===== src/rtl/uart_xreg_pkg.sv =====
package uart_xreg_pkg;

  typedef enum logic [1:0] {
    TGT_STD  = 2'd0,
    TGT_LCR  = 2'd1,
    TGT_FEAT = 2'd2,
    TGT_BANK = 2'd3
  } tgt_e;

  localparam logic [7:0] UNLOCK_KEY = 8'hBF;
  localparam int         NBANK      = 4;
  localparam int         NSLOT      = 4;
  localparam int         BANKW      = 8 * NSLOT;
  localparam logic [2:0] LCR_OFS    = 3'd3;
  localparam logic [2:0] FEAT_OFS   = 3'd2;

  // Where an access goes, given the offset and whether the key is present.
  function automatic tgt_e route_of(logic [2:0] addr, logic unlocked);
    if (addr == LCR_OFS)                return TGT_LCR;
    if (unlocked && addr == FEAT_OFS)   return TGT_FEAT;
    if (unlocked && addr[2])            return TGT_BANK;
    return TGT_STD;
  endfunction

  function automatic logic [7:0] slot_byte(logic [BANKW-1:0] w, logic [1:0] s);
    return w[int'(s)*8 +: 8];
  endfunction

endpackage


===== src/rtl/uart_xreg_route.sv =====
module uart_xreg_route
  import uart_xreg_pkg::*;
(
  input  logic [2:0]       addr,
  input  logic             wr,
  input  logic             rd,
  input  logic [7:0]       lcr,
  input  logic [1:0]       bank_sel,
  output tgt_e             tgt,
  output logic             unlocked,
  output logic             lcr_wr,
  output logic             feat_wr,
  output logic [NBANK-1:0] bank_wr,
  output logic             fwd_wr,
  output logic             fwd_rd
);
  always_comb begin
    unlocked = (lcr == UNLOCK_KEY);
    tgt      = route_of(addr, unlocked);
    lcr_wr   = wr && (tgt == TGT_LCR);
    feat_wr  = wr && (tgt == TGT_FEAT);
    fwd_wr   = wr && (tgt == TGT_STD);
    fwd_rd   = rd && (tgt == TGT_STD);
    bank_wr  = '0;
    if (wr && tgt == TGT_BANK) bank_wr[bank_sel] = 1'b1;
  end
endmodule


===== src/rtl/uart_xreg_bank.sv =====
module uart_xreg_bank
  import uart_xreg_pkg::*;
#(
  parameter logic [BANKW-1:0] RST_VAL = '0,
  parameter logic [NSLOT-1:0] RO_MASK = '0,
  parameter logic [BANKW-1:0] RO_VAL  = '0
) (
  input  logic             clk,
  input  logic             rst_n,
  input  logic             wr_en,
  input  logic [1:0]       slot,
  input  logic [7:0]       wdata,
  output logic [BANKW-1:0] cfg
);
  for (genvar s = 0; s < NSLOT; s++) begin : g_slot
    if (RO_MASK[s]) begin : g_ro
      assign cfg[s*8 +: 8] = RO_VAL[s*8 +: 8];
    end else begin : g_rw
      logic [7:0] q;
      always_ff @(posedge clk or negedge rst_n) begin
        if (!rst_n)                          q <= RST_VAL[s*8 +: 8];
        else if (wr_en && slot == 2'(s))     q <= wdata;
      end
      assign cfg[s*8 +: 8] = q;
    end
  end
endmodule


===== src/rtl/uart_xreg_decoder.sv =====
module uart_xreg_decoder
  import uart_xreg_pkg::*;
#(
  parameter logic [7:0] HW_ID       = 8'hA5,
  parameter logic [7:0] RX_LOW_RST  = 8'h08,
  parameter logic [7:0] RX_HIGH_RST = 8'h60,
  parameter logic [7:0] RX_TRIG_RST = 8'h30
) (
  input  logic        clk,
  input  logic        rst_n,
  input  logic [2:0]  bus_addr,
  input  logic        bus_wr,
  input  logic        bus_rd,
  input  logic [7:0]  bus_wdata,
  output logic [7:0]  bus_rdata,
  input  logic [7:0]  std_rdata,
  output logic        std_wr,
  output logic        std_rd,
  output logic [7:0]  lcr_val,
  output logic [7:0]  feat_cfg,
  output logic        enh_en,
  output logic [31:0] bank0_cfg,
  output logic [31:0] bank1_cfg,
  output logic [31:0] bank2_cfg
);
  localparam logic [BANKW-1:0] B1_RST = {8'h00, RX_TRIG_RST, RX_HIGH_RST, RX_LOW_RST};
  localparam logic [BANKW-1:0] B2_RO  = {16'h0000, HW_ID, 8'h00};

  tgt_e             tgt;
  logic             unlocked;
  logic             lcr_wr;
  logic             feat_wr;
  logic [NBANK-1:0] bank_wr;
  logic [1:0]       bank_sel;
  logic [1:0]       slot;
  logic [BANKW-1:0] bank_q [NBANK];

  assign bank_sel = feat_cfg[7:6];
  assign slot     = bus_addr[1:0];
  assign enh_en   = feat_cfg[4];

  uart_xreg_route u_route (
    .addr     (bus_addr),
    .wr       (bus_wr),
    .rd       (bus_rd),
    .lcr      (lcr_val),
    .bank_sel (bank_sel),
    .tgt      (tgt),
    .unlocked (unlocked),
    .lcr_wr   (lcr_wr),
    .feat_wr  (feat_wr),
    .bank_wr  (bank_wr),
    .fwd_wr   (std_wr),
    .fwd_rd   (std_rd)
  );

  always_ff @(posedge clk or negedge rst_n) begin
    if (!rst_n) begin
      lcr_val  <= 8'h00;
      feat_cfg <= 8'h00;
    end else begin
      if (lcr_wr)  lcr_val  <= bus_wdata;
      if (feat_wr) feat_cfg <= bus_wdata;
    end
  end

  for (genvar b = 0; b < NBANK; b++) begin : g_bank
    if (b < NBANK - 1) begin : g_store
      localparam logic [BANKW-1:0] RST = (b == 1) ? B1_RST : '0;
      localparam logic [NSLOT-1:0] ROM = (b == 2) ? 4'b0010 : 4'b0000;
      uart_xreg_bank #(.RST_VAL(RST), .RO_MASK(ROM), .RO_VAL(B2_RO)) u_bank (
        .clk   (clk),
        .rst_n (rst_n),
        .wr_en (bank_wr[b]),
        .slot  (slot),
        .wdata (bus_wdata),
        .cfg   (bank_q[b])
      );
    end else begin : g_empty
      assign bank_q[b] = '0;
    end
  end

  assign bank0_cfg = bank_q[0];
  assign bank1_cfg = bank_q[1];
  assign bank2_cfg = bank_q[2];

  always_comb begin
    bus_rdata = 8'h00;
    if (bus_rd) begin
      unique case (tgt)
        TGT_LCR:  bus_rdata = lcr_val;
        TGT_FEAT: bus_rdata = feat_cfg;
        TGT_BANK: bus_rdata = slot_byte(bank_q[bank_sel], slot);
        default:  bus_rdata = std_rdata;
      endcase
    end
  end
endmodule


===== config.mk =====
export PLATFORM = sky130hd
export DESIGN_NAME = uart_xreg_decoder
export DESIGN_NICKNAME = d
export VERILOG_FILES = /design/src/rtl/uart_xreg_pkg.sv /design/src/rtl/uart_xreg_route.sv /design/src/rtl/uart_xreg_bank.sv /design/src/rtl/uart_xreg_decoder.sv
export SDC_FILE = /design/constraint.sdc
export NUM_CORES = 1
export LEC_CHECK = 0
export BUFFER_PORTS_ARGS = -buffer_cell sky130_fd_sc_hd__buf_2
export CORE_MARGIN = 8
export CORE_UTILIZATION = 39
export CTS_CLUSTER_SIZE = 12
export DETAILED_ROUTE_END_ITERATION = 10
export PLACE_DENSITY = 0.7
export SYNTH_ARGS = -nofsm -noshare
export SYNTH_HDL_FRONTEND = slang
export SYNTH_SLANG_ARGS = --single-unit

===== constraint.sdc =====
create_clock -name clk -period 3.03 [get_ports clk]
set_clock_uncertainty 0.1 [all_clocks]
set_input_delay 0.606 -clock clk [delete_from_list [all_inputs] [get_ports clk]]
set_output_delay 0.606 -clock clk [all_outputs]
set_load 0.005 [all_outputs]

Yosys cells after proc, flatten, opt, wreduce, memory -nomap -nowiden

Cells that the tools add are included.

Magnitude comparators: 3
Muxes and demuxes: 20
Eq/ne operators: 9
Reduce and logical (&&, ||, !) cells: 21
Shift operators: 1
Bitwise operators: 1

Operators by type and width:

| cell                 | count |
|---|---|
| $bmux W32 S2         | 1 |
| $mux W32             | 2 |
| $shiftx A32 B6 Y8    | 1 |
| $pmux W8 S3          | 1 |
| $logic_and A1 B1 Y1  | 19 |
| $mux W2              | 6 |
| $eq A2 B2 Y1 const B | 4 |
| $eq A8 B8 Y1 const B | 1 |
| $mux W8              | 1 |
| $mux W1              | 7 |
| $eq A3 B2 Y1 const B | 2 |
| $eq A2 B1 Y1 const B | 2 |
| $logic_not A2 Y1     | 2 |
| $ge A3 B3 Y1 const B | 1 |
| $lt A2 B3 Y1 const B | 1 |
| $mux W3              | 1 |
| $not A2 Y3           | 1 |
| $demux W1 S2         | 1 |
| $ge A2 B1 Y1 const B | 1 |

Register bits: 104
Logic and storage cells: 68

Longest topological paths before layout

Gate-level depths: netlist (run 1).

Depth after elaboration: 13
Gate-level depth with buffers: 7
Depth with buffers taken out: 5

Modules after synthesis

From an unflattened synthesis (run 1), not the netlist that was laid out.

Cell total of the unflattened synthesis: 397
Area total of the unflattened synthesis: 5,346.4 µm²

Modules (own cells, without submodules):

| module                                     | cells each | times used | area each (µm²) | sequential area each (µm²) |
|---|---|---|---|---|
| uart_xreg_decoder                          | 172        | 1          | 1,749.2         | 400.4 |
| uart_xreg_bank at g_bank[1].g_store.u_bank | 68         | 1          | 1,218.7         | 807.0 |
| uart_xreg_bank at g_bank[0].g_store.u_bank | 68         | 1          | 1,212.4         | 800.8 |
| uart_xreg_bank at g_bank[2].g_store.u_bank | 61         | 1          | 978.4           | 600.6 |
| uart_xreg_route                            | 28         | 1          | 187.7           | 0.0 |

Worst setup path before layout (run 1)

No wires, ideal clock.

Kind: in2out
Start: in bus_addr[2]
End: out bus_rdata[0]
Stages: 5
Slack: 0.488 ns
Data arrival time: 1.836 ns
Path through: inv_1 > nor3_1 > o21ai_0 > or4_1 > a21oi_1

Longest elaborated chain between the ends: 10
Elaborated cells on any way between the ends: 20
Classes of those cells: eq/ne (5); mux (13); reduce/logical (2)

Ends and longest elaborated chain:

| what                                                | RTL line                                 | text |
|---|---|---|
| from (decl)                                         | uart_xreg_decoder.sv:11                  | `input logic [2:0] bus_addr,` |
| $eq A3 B2 Y1 or $logic_and A1 B1 Y1 (tied branches) | uart_xreg_pkg.sv:20, uart_xreg_pkg.sv:21 |  |
| $logic_and A1 B1 Y1 or $mux W1 (tied branches)      | uart_xreg_pkg.sv:20, uart_xreg_pkg.sv:21 |  |
| $mux W2 or $mux W1 (tied branches)                  | uart_xreg_pkg.sv:20, uart_xreg_pkg.sv:21 |  |
| $mux W2 or $mux W1 (tied branches)                  | uart_xreg_pkg.sv:21, uart_xreg_pkg.sv:20 |  |
| $mux W2                                             | uart_xreg_pkg.sv:22                      | `return TGT_STD;` |
| $mux W2                                             | uart_xreg_pkg.sv:21                      | `if (unlocked && addr[2]) return TGT_BANK;` |
| $mux W2 *                                           | uart_xreg_pkg.sv:20                      | `if (unlocked && addr == FEAT_OFS) return TGT_FEAT;` |
| $eq A2 B2 Y1 or $eq A2 B1 Y1 (tied branches)        | uart_xreg_decoder.sv:91                  | `unique case (tgt)` |
| $pmux W8 S3 *                                       | uart_xreg_decoder.sv:91                  |  |
| $mux W8 *                                           | uart_xreg_decoder.sv:90                  | `if (bus_rd) begin` |
| to (decl)                                           | uart_xreg_decoder.sv:15                  | `output logic [7:0] bus_rdata,` |

Mark *: on every way between the ends. The rest lies on a longest branch, timed or not. The select of a mux whose other input is x is not followed.

Worst setup path after layout (run 1)

Start: reg feat_cfg[6]
End: out bus_rdata[0]

Longest elaborated chain between the ends: 7

Ends and longest elaborated chain:

| what                                         | RTL line                | text |
|---|---|---|
| from (decl)                                  | uart_xreg_decoder.sv:20 | `output logic [7:0] feat_cfg,` |
| from (signal assigned)                       | uart_xreg_decoder.sv:63 | `if (feat_wr) feat_cfg <= bus_wdata;` |
| $not A2 Y3 (not written as such)             | uart_xreg_decoder.sv:94 | `TGT_BANK: bus_rdata = slot_byte(bank_q[bank_sel], slot);` |
| $bmux W32 S2                                 | uart_xreg_decoder.sv:94 |  |
| $mux W32 (not written as such) (2 in series) | uart_xreg_decoder.sv:94 |  |
| $shiftx A32 B6 Y8                            | uart_xreg_pkg.sv:26     | `return w[int'(s)*8 +: 8];` |
| $pmux W8 S3                                  | uart_xreg_decoder.sv:91 |  |
| $mux W8                                      | uart_xreg_decoder.sv:90 |  |

No other way between the ends. The select of a mux whose other input is x is not followed.

==> results of run 1 <==
==> state kept, by name, summed over array words and instances (netlist names) <==
name                                 flops
feat_cfg                                 8
g_bank.g_store.u_bank.g_slot.g_rw.q     88
lcr_val                                  8
==> layout by cell type, fill, tap and decap left out, drive strengths merged, types with 4 or more instances in the layout <==
cell type,netlist,layout
clkbuf,22,11
nand2b,7,7
nand2,26,26
a21oi,19,19
dfrtp,99,99
o21ai,34,34
a2111oi,4,4
conb,2,8
nor3,7,7
or4,4,4
nor2,21,21
buf,14,171
a211oi,9,9
mux2,103,103
mux2i,28,28
dfstp,5,5
nor2b,5,5
==> repair_timing <==
item                                    4_1_cts  5_1_grt
endpoints found under the setup margin        8        8
pin swaps                                     4       11
buffers inserted                              9        6
gates resized for setup                      11        8
==> worst min-delay path by stage <==
stage / endpoint / slack, ps
after floorplan: feat_cfg[0] / 210
after global placement: g_bank[1].g_store.u_bank.g_slot[0].g_rw.q[1] / 400
after detailed placement: feat_cfg[5] / 410
after CTS: g_bank[0].g_store.u_bank.g_slot[2].g_rw.q[6] / 190
after global routing: g_bank[1].g_store.u_bank.g_slot[2].g_rw.q[6] / 220
final: g_bank[1].g_store.u_bank.g_slot[2].g_rw.q[6] / 180
==> synth_stat cells, types with 4 or more instances <==
cell type / instances
nand2_1: 22
nor2b_1: 5
o21ai_0: 34
buf_2: 5
mux2i_1: 28
dfrtp_1: 99
or4_1: 4
dfstp_2: 5
clkbuf_1: 22
a211oi_1: 9
nand2_2: 4
buf_4: 9
mux2_2: 101
nand2b_1: 7
a21oi_1: 19
nor3_1: 7
a2111oi_0: 4
nor2_1: 21
==> per-layer routing <==
metal  share of wire [%]  global-route usage [%]
met1                  40                    24.5
met4                 1.9                    5.87
met3                  10                    7.39
met2                  48                    31.7
met5                   0                       0
==> power groups by stage <==
stage	combinational, uW	sequential, uW	clock (uW)
after floorplan	117	1490	0
after global placement	254	1500	0
after detailed placement	259	1500	0
after CTS	298	1460	1230
after global routing	335	1470	1290
final	308	1460	1210
==> critical path, cell delays in order (launching register included) <==
cell and delay, ps:
dfrtp_4 510, buf_4 180, mux2i_1 110, nor2_1 160
a211oi_1 70, or4_1 550, a21oi_2 190, buf_2 130
==> cells by family after synthesis <==
logic type | Yosys count
flops | 104
compound gates | 76
simple gates | 81
mux | 131
other cells | 2
buf+inv | 38
==> stage by stage <==
stage                     util (%)  worst slack, ps  instance area, um^2  std cells  total power, uW
after detailed placement      46.4             41.0                 6050        734             1760
after global placement        46.4             59.0                 6050        734             1750
after CTS                     49.6             1.84                 6460        759             2990
final                         50.2             70.4                 6550        765             2980
after global routing          50.2            -30.6                 6550        765             3090
after floorplan                  -              488                 5160        438             1610
==> cell type report <==
| cell class | instances | share of cell area (%) |
|---|---|---|
| multi-input combinational | 296 | 37.0 |
| inverter | 2 | 0.115 |
| tap | 176 | 3.36 |
| sequential | 104 | 39.9 |
| clock buffer | 11 | 3.86 |
| timing repair buffer | 171 | 14.9 |
| clock inverter | 5 | 0.841 |
==> impl_metrics.json, run 1 <==
{
  "place_hpwl_um": 12200,
  "core_um2": 13000,
  "overflow": 0,
  "ff2ff_path_depth": 6,
  "start_util_pct": 39.4,
  "clock-sinks": 104,
  "outcome": "finished, final reports clean",
  "p_int_uw": 2240,
  "synthToLayoutAreaGrowth_pct": 27.5,
  "combPwrFrac_pct": 10.3,
  "seq_area_frac_synth_pct": 50.8,
  "drive_gt1_share_pct": 53.0,
  "grt_max_degree": 59,
  "insertion_delay_ps": 350,
  "path_class": "register to output pin",
  "r2r-start": "lcr_val[3]",
  "synth-async-reset-ratio_pct": 100,
  "synth-compound-area-share_pct": 8.80,
  "wl_per_cell_um": 22.0,
  "cp.arrival_ps": 2250,
  "switching_share_pct": 24.7,
  "cts_max_path_buffers": 2,
  "die-area_um2": 17100,
  "drc": 0,
  "root_buffer": "clkbuf_16",
  "path_clk_slew_ps": 70,
  "hold_buffers": 0,
  "synth_area_um2": 5130,
  "dieWidth_um": 131,
  "crit_end": "bus_rdata[0]",
  "synth-edff-count": 0,
  "synth_seq_cells": 104,
  "yosys_most_used_dff": "dfrtp_1",
  "port_buffers": 137,
  "multi_input_area_um2": 2420,
  "cp-start-kind": "register",
  "synthAdderAreaFrac_pct": 0,
  "drt-pass1-iter-count": 4,
  "power.density_nw_per_um2": 455,
  "antenna_found_initial": 0,
  "syn_avg_cell_area_um2": 11.9,
  "synth_top_family_by_area": "multiplexers",
  "finalMaxSlewViolations": 0,
  "gp_congestion": 0.949,
  "relSlewSlack_pct": 57.1,
  "cts_buffers": 9,
  "viasPerCell": 5.42,
  "fill_cells": 1227,
  "timing.rr.end": "g_bank[0].g_store.u_bank.g_slot[2].g_rw.q[2]",
  "synth.mux.area_fraction_pct": 28.1,
  "critPathLaunch": "feat_cfg[6]",
  "synth_cells": 432,
  "hp-class": "input port to asynchronous set/reset pin",
  "seqPwrFrac_pct": 49.1,
  "maxCapViolations": 0,
  "hold_viol": 0,
  "grt_usage_pct": 19.8,
  "regToRegSetupSlack_ps": 640,
  "grt_pass1_wl_um": 25000,
  "synth_top_area_share_pct": 48.3,
  "grt_pass1_vias": 4246,
  "crit_path_end_kind": "output pin",
  "whs_ps": 179,
  "yosys_warnings": 0,
  "fin_crit_ps": 2960,
  "p_clk_share_pct": 40.5,
  "via_count": 4147,
  "power_leakage_uw": 0.00362,
  "min_period_over_period_pct": 97.7,
  "antenna_cells": 0,
  "fp.dieH_um": 131,
  "nNetsFinal": 607,
  "required_ps": 2320,
  "cts_tree": "yes",
  "num_rows": 42,
  "pin_count": 146,
  "p_sw_uw": 738,
  "tightest_slew_ps": 644,
  "synth.distinct_cells": 38,
  "synthTopCellsByArea": "dfrtp_1 (48%), mux2_2 (22%), mux2i_1 (5.5%), o21ai_0 (3.3%), dfstp_2 (2.6%)",
  "setup-tns-final_ps": 0,
  "worstPathMaxFanout": 5,
  "drt-total-wl_um": 16800,
  "synthSimpleGateAreaFrac_pct": 8.63,
  "setup-violations-final": 0,
  "fmax_ghz": 0.338,
  "ant_nets": 0,
  "drt-initial-drc-count": 360,
  "max-vdd-ir-drop_mv": 0.336,
  "htree_num_levels": 3,
  "rsz0062_at_grt": "yes",
  "synth_xor_area_share_pct": 0,
  "ff_latch_area_um2": 2620,
  "yosys.area.top_type": "dfrtp_1"
}
Power figures use the tool's default switching activity.
==> run 2: changes to the inputs <==
--- a/config.mk
+++ b/config.mk
@@ -10,7 +10,7 @@
 export CORE_UTILIZATION = 39
 export CTS_CLUSTER_SIZE = 12
 export DETAILED_ROUTE_END_ITERATION = 10
-export PLACE_DENSITY = 0.7
+export PLACE_DENSITY = 0.62
 export SYNTH_ARGS = -nofsm -noshare
 export SYNTH_HDL_FRONTEND = slang
 export SYNTH_SLANG_ARGS = --single-unit
==> impl_metrics.json, run 2 (same netlist as run 1, synthesis figures left out) <==
{
  "dieWidth_um": 131,
  "reg.largest.list": "g_bank.g_store.u_bank.g_slot.g_rw.q x88, feat_cfg x8, lcr_val x8",
  "drt-pass1-iter-count": 4,
  "drt-initial-drc-count": 213,
  "cp-start-kind": "register",
  "gp_congestion": 0.879,
  "port_buffers": 137,
  "worstPathMaxFanout": 4,
  "tightest_slew_ps": 717,
  "synthToLayoutAreaGrowth_pct": 27.2,
  "setup-violations-final": 0,
  "root_buffer": "clkbuf_16",
  "viasPerCell": 5.35,
  "nNetsFinal": 602,
  "clock-sinks": 104,
  "relSlewSlack_pct": 52.2,
  "num_rows": 42,
  "outcome": "finished, final reports clean",
  "fp.dieH_um": 131,
  "core_um2": 13000,
  "path_clk_slew_ps": 70,
  "fill_cells": 1220,
  "maxCapViolations": 0,
  "min_period_over_period_pct": 97.7,
  "grt_usage_pct": 19.6,
  "wl_per_cell_um": 21.9,
  "start_util_pct": 39.4,
  "largest_register_ffs": 88,
  "cts_max_path_buffers": 2,
  "grt_pass1_vias": 4193,
  "setup-tns-final_ps": 0,
  "hp-class": "input port to asynchronous set/reset pin",
  "hold_viol": 0,
  "cts_tree": "yes",
  "drive_gt1_share_pct": 52.9,
  "antenna_found_initial": 0,
  "setup_ws_ps": 69.0,
  "via_count": 4064,
  "antenna_cells": 0,
  "hold_buffers": 0,
  "place_hpwl_um": 12300,
  "power_leakage_uw": 0.00361,
  "cp.arrival_ps": 2250,
  "fin_crit_ps": 2960,
  "dp.cells": 734,
  "htree_num_levels": 3,
  "fin_area_um2": 6530,
  "required_ps": 2320,
  "mostFrequentLayoutCells": "buf_2 (136), mux2_2 (101), dfrtp_1 (94), o21ai_0 (33), mux2i_1 (28)",
  "regMostFlops": "g_bank.g_store.u_bank.g_slot.g_rw.q",
  "overflow": 0,
  "pin_count": 146,
  "crit_path_end_kind": "output pin",
  "drc": 0,
  "ant_nets": 0,
  "whs_ps": 196,
  "power.density_nw_per_um2": 473,
  "layout_commonest_cell": "buf_2",
  "stdcell_count": 760,
  "path_class": "register to output pin",
  "drt-total-wl_um": 16600,
  "grt_pass1_wl_um": 24600,
  "dpl_cell_area_um2": 6060,
  "cts_buffers": 9,
  "fmax_ghz": 0.338,
  "place_ws_ps": 56.4,
  "max-vdd-ir-drop_mv": 0.255,
  "insertion_delay_ps": 360,
  "die-area_um2": 17100,
  "grt_max_degree": 54,
  "finalMaxSlewViolations": 0
}
[run 2: cell types whose count changed in the layout (fill, tap and decap cells not counted), sizes merged]
cell	previous run	this run
buf	171	165
bufinv	1	3
clkinvlp	2	1
[run 2: report_power, final]
group          leakage, uW  total [uW]  switching [uW]  internal [uW]
logic              0.00204         301             169            132
registers          0.00140        1460            35.6           1430
clock network     0.000162        1320             520            805
total              0.00361        3090             724           2360
[run 2: what timing repair did]
action                                  CTS  global route
pin swaps                                 3             5
endpoints found under the setup margin    8             8
setup buffers                             5             5
resized for setup                         7            12
[run 2: cell type report]
type,instances,area [um^2],share of cell area (%)
flip-flops and latches,104,2620,40.0
multi-input cells,296,2410,36.9
repair buffers,166,940,14.4
clock buffers,10,229,3.51
well taps,176,220,3.37
clock inverters,6,108,1.65
inverters,2,7.51,0.115
[run 2: through the flow]
stage | power [uW] | util, %
2_1_floorplan | 1610 | -
4_1_cts | 3110 | 49.5
5_1_grt | 3210 | 50.1
3_3_place_gp | 1750 | 46.5
3_5_place_dp | 1760 | 46.5
6_report | 3090 | 50.1
[run 2: path summary, 6_finish.rpt]
path	startpoint	slack [ps]	cells after the start	end
setup / recovery	lcr_val[6]	70	7	bus_rdata[0]
setup reg to reg	feat_cfg[7]	680	5	g_bank[0].g_store.u_bank.g_slot[3].g_rw.q[5]
max in group asynchronous	rst_n	1830	2	g_bank[1].g_store.u_bank.g_slot[1].g_rw.q[5]
hold reg to reg	g_bank[1].g_store.u_bank.g_slot[0].g_rw.q[1]	430	1	g_bank[1].g_store.u_bank.g_slot[0].g_rw.q[1]
hold / removal	rst_n	200	1	g_bank[0].g_store.u_bank.g_slot[3].g_rw.q[6]
min in group clk	g_bank[1].g_store.u_bank.g_slot[0].g_rw.q[1]	430	1	g_bank[1].g_store.u_bank.g_slot[0].g_rw.q[1]
[run 2: critical path: stages (launching register included)]
cell      delay (ps)
dfrtp_1          380
nand4b_4         210
nor3_4           250
buf_6            130
o21ai_1           60
or4_1            510
a21oi_2          210
buf_2            150
[run 2: metal layers]
metal | vias up | global-route usage, % | part of all wire, %
li1 | 1853 | - | -
met1 | 2044 | 24.9 | 44
met2 | 152 | 31.3 | 47
met3 | 15 | 5.52 | 7.7
met4 | 0 | 7.43 | 1.7
met5 | - | 0 | 0
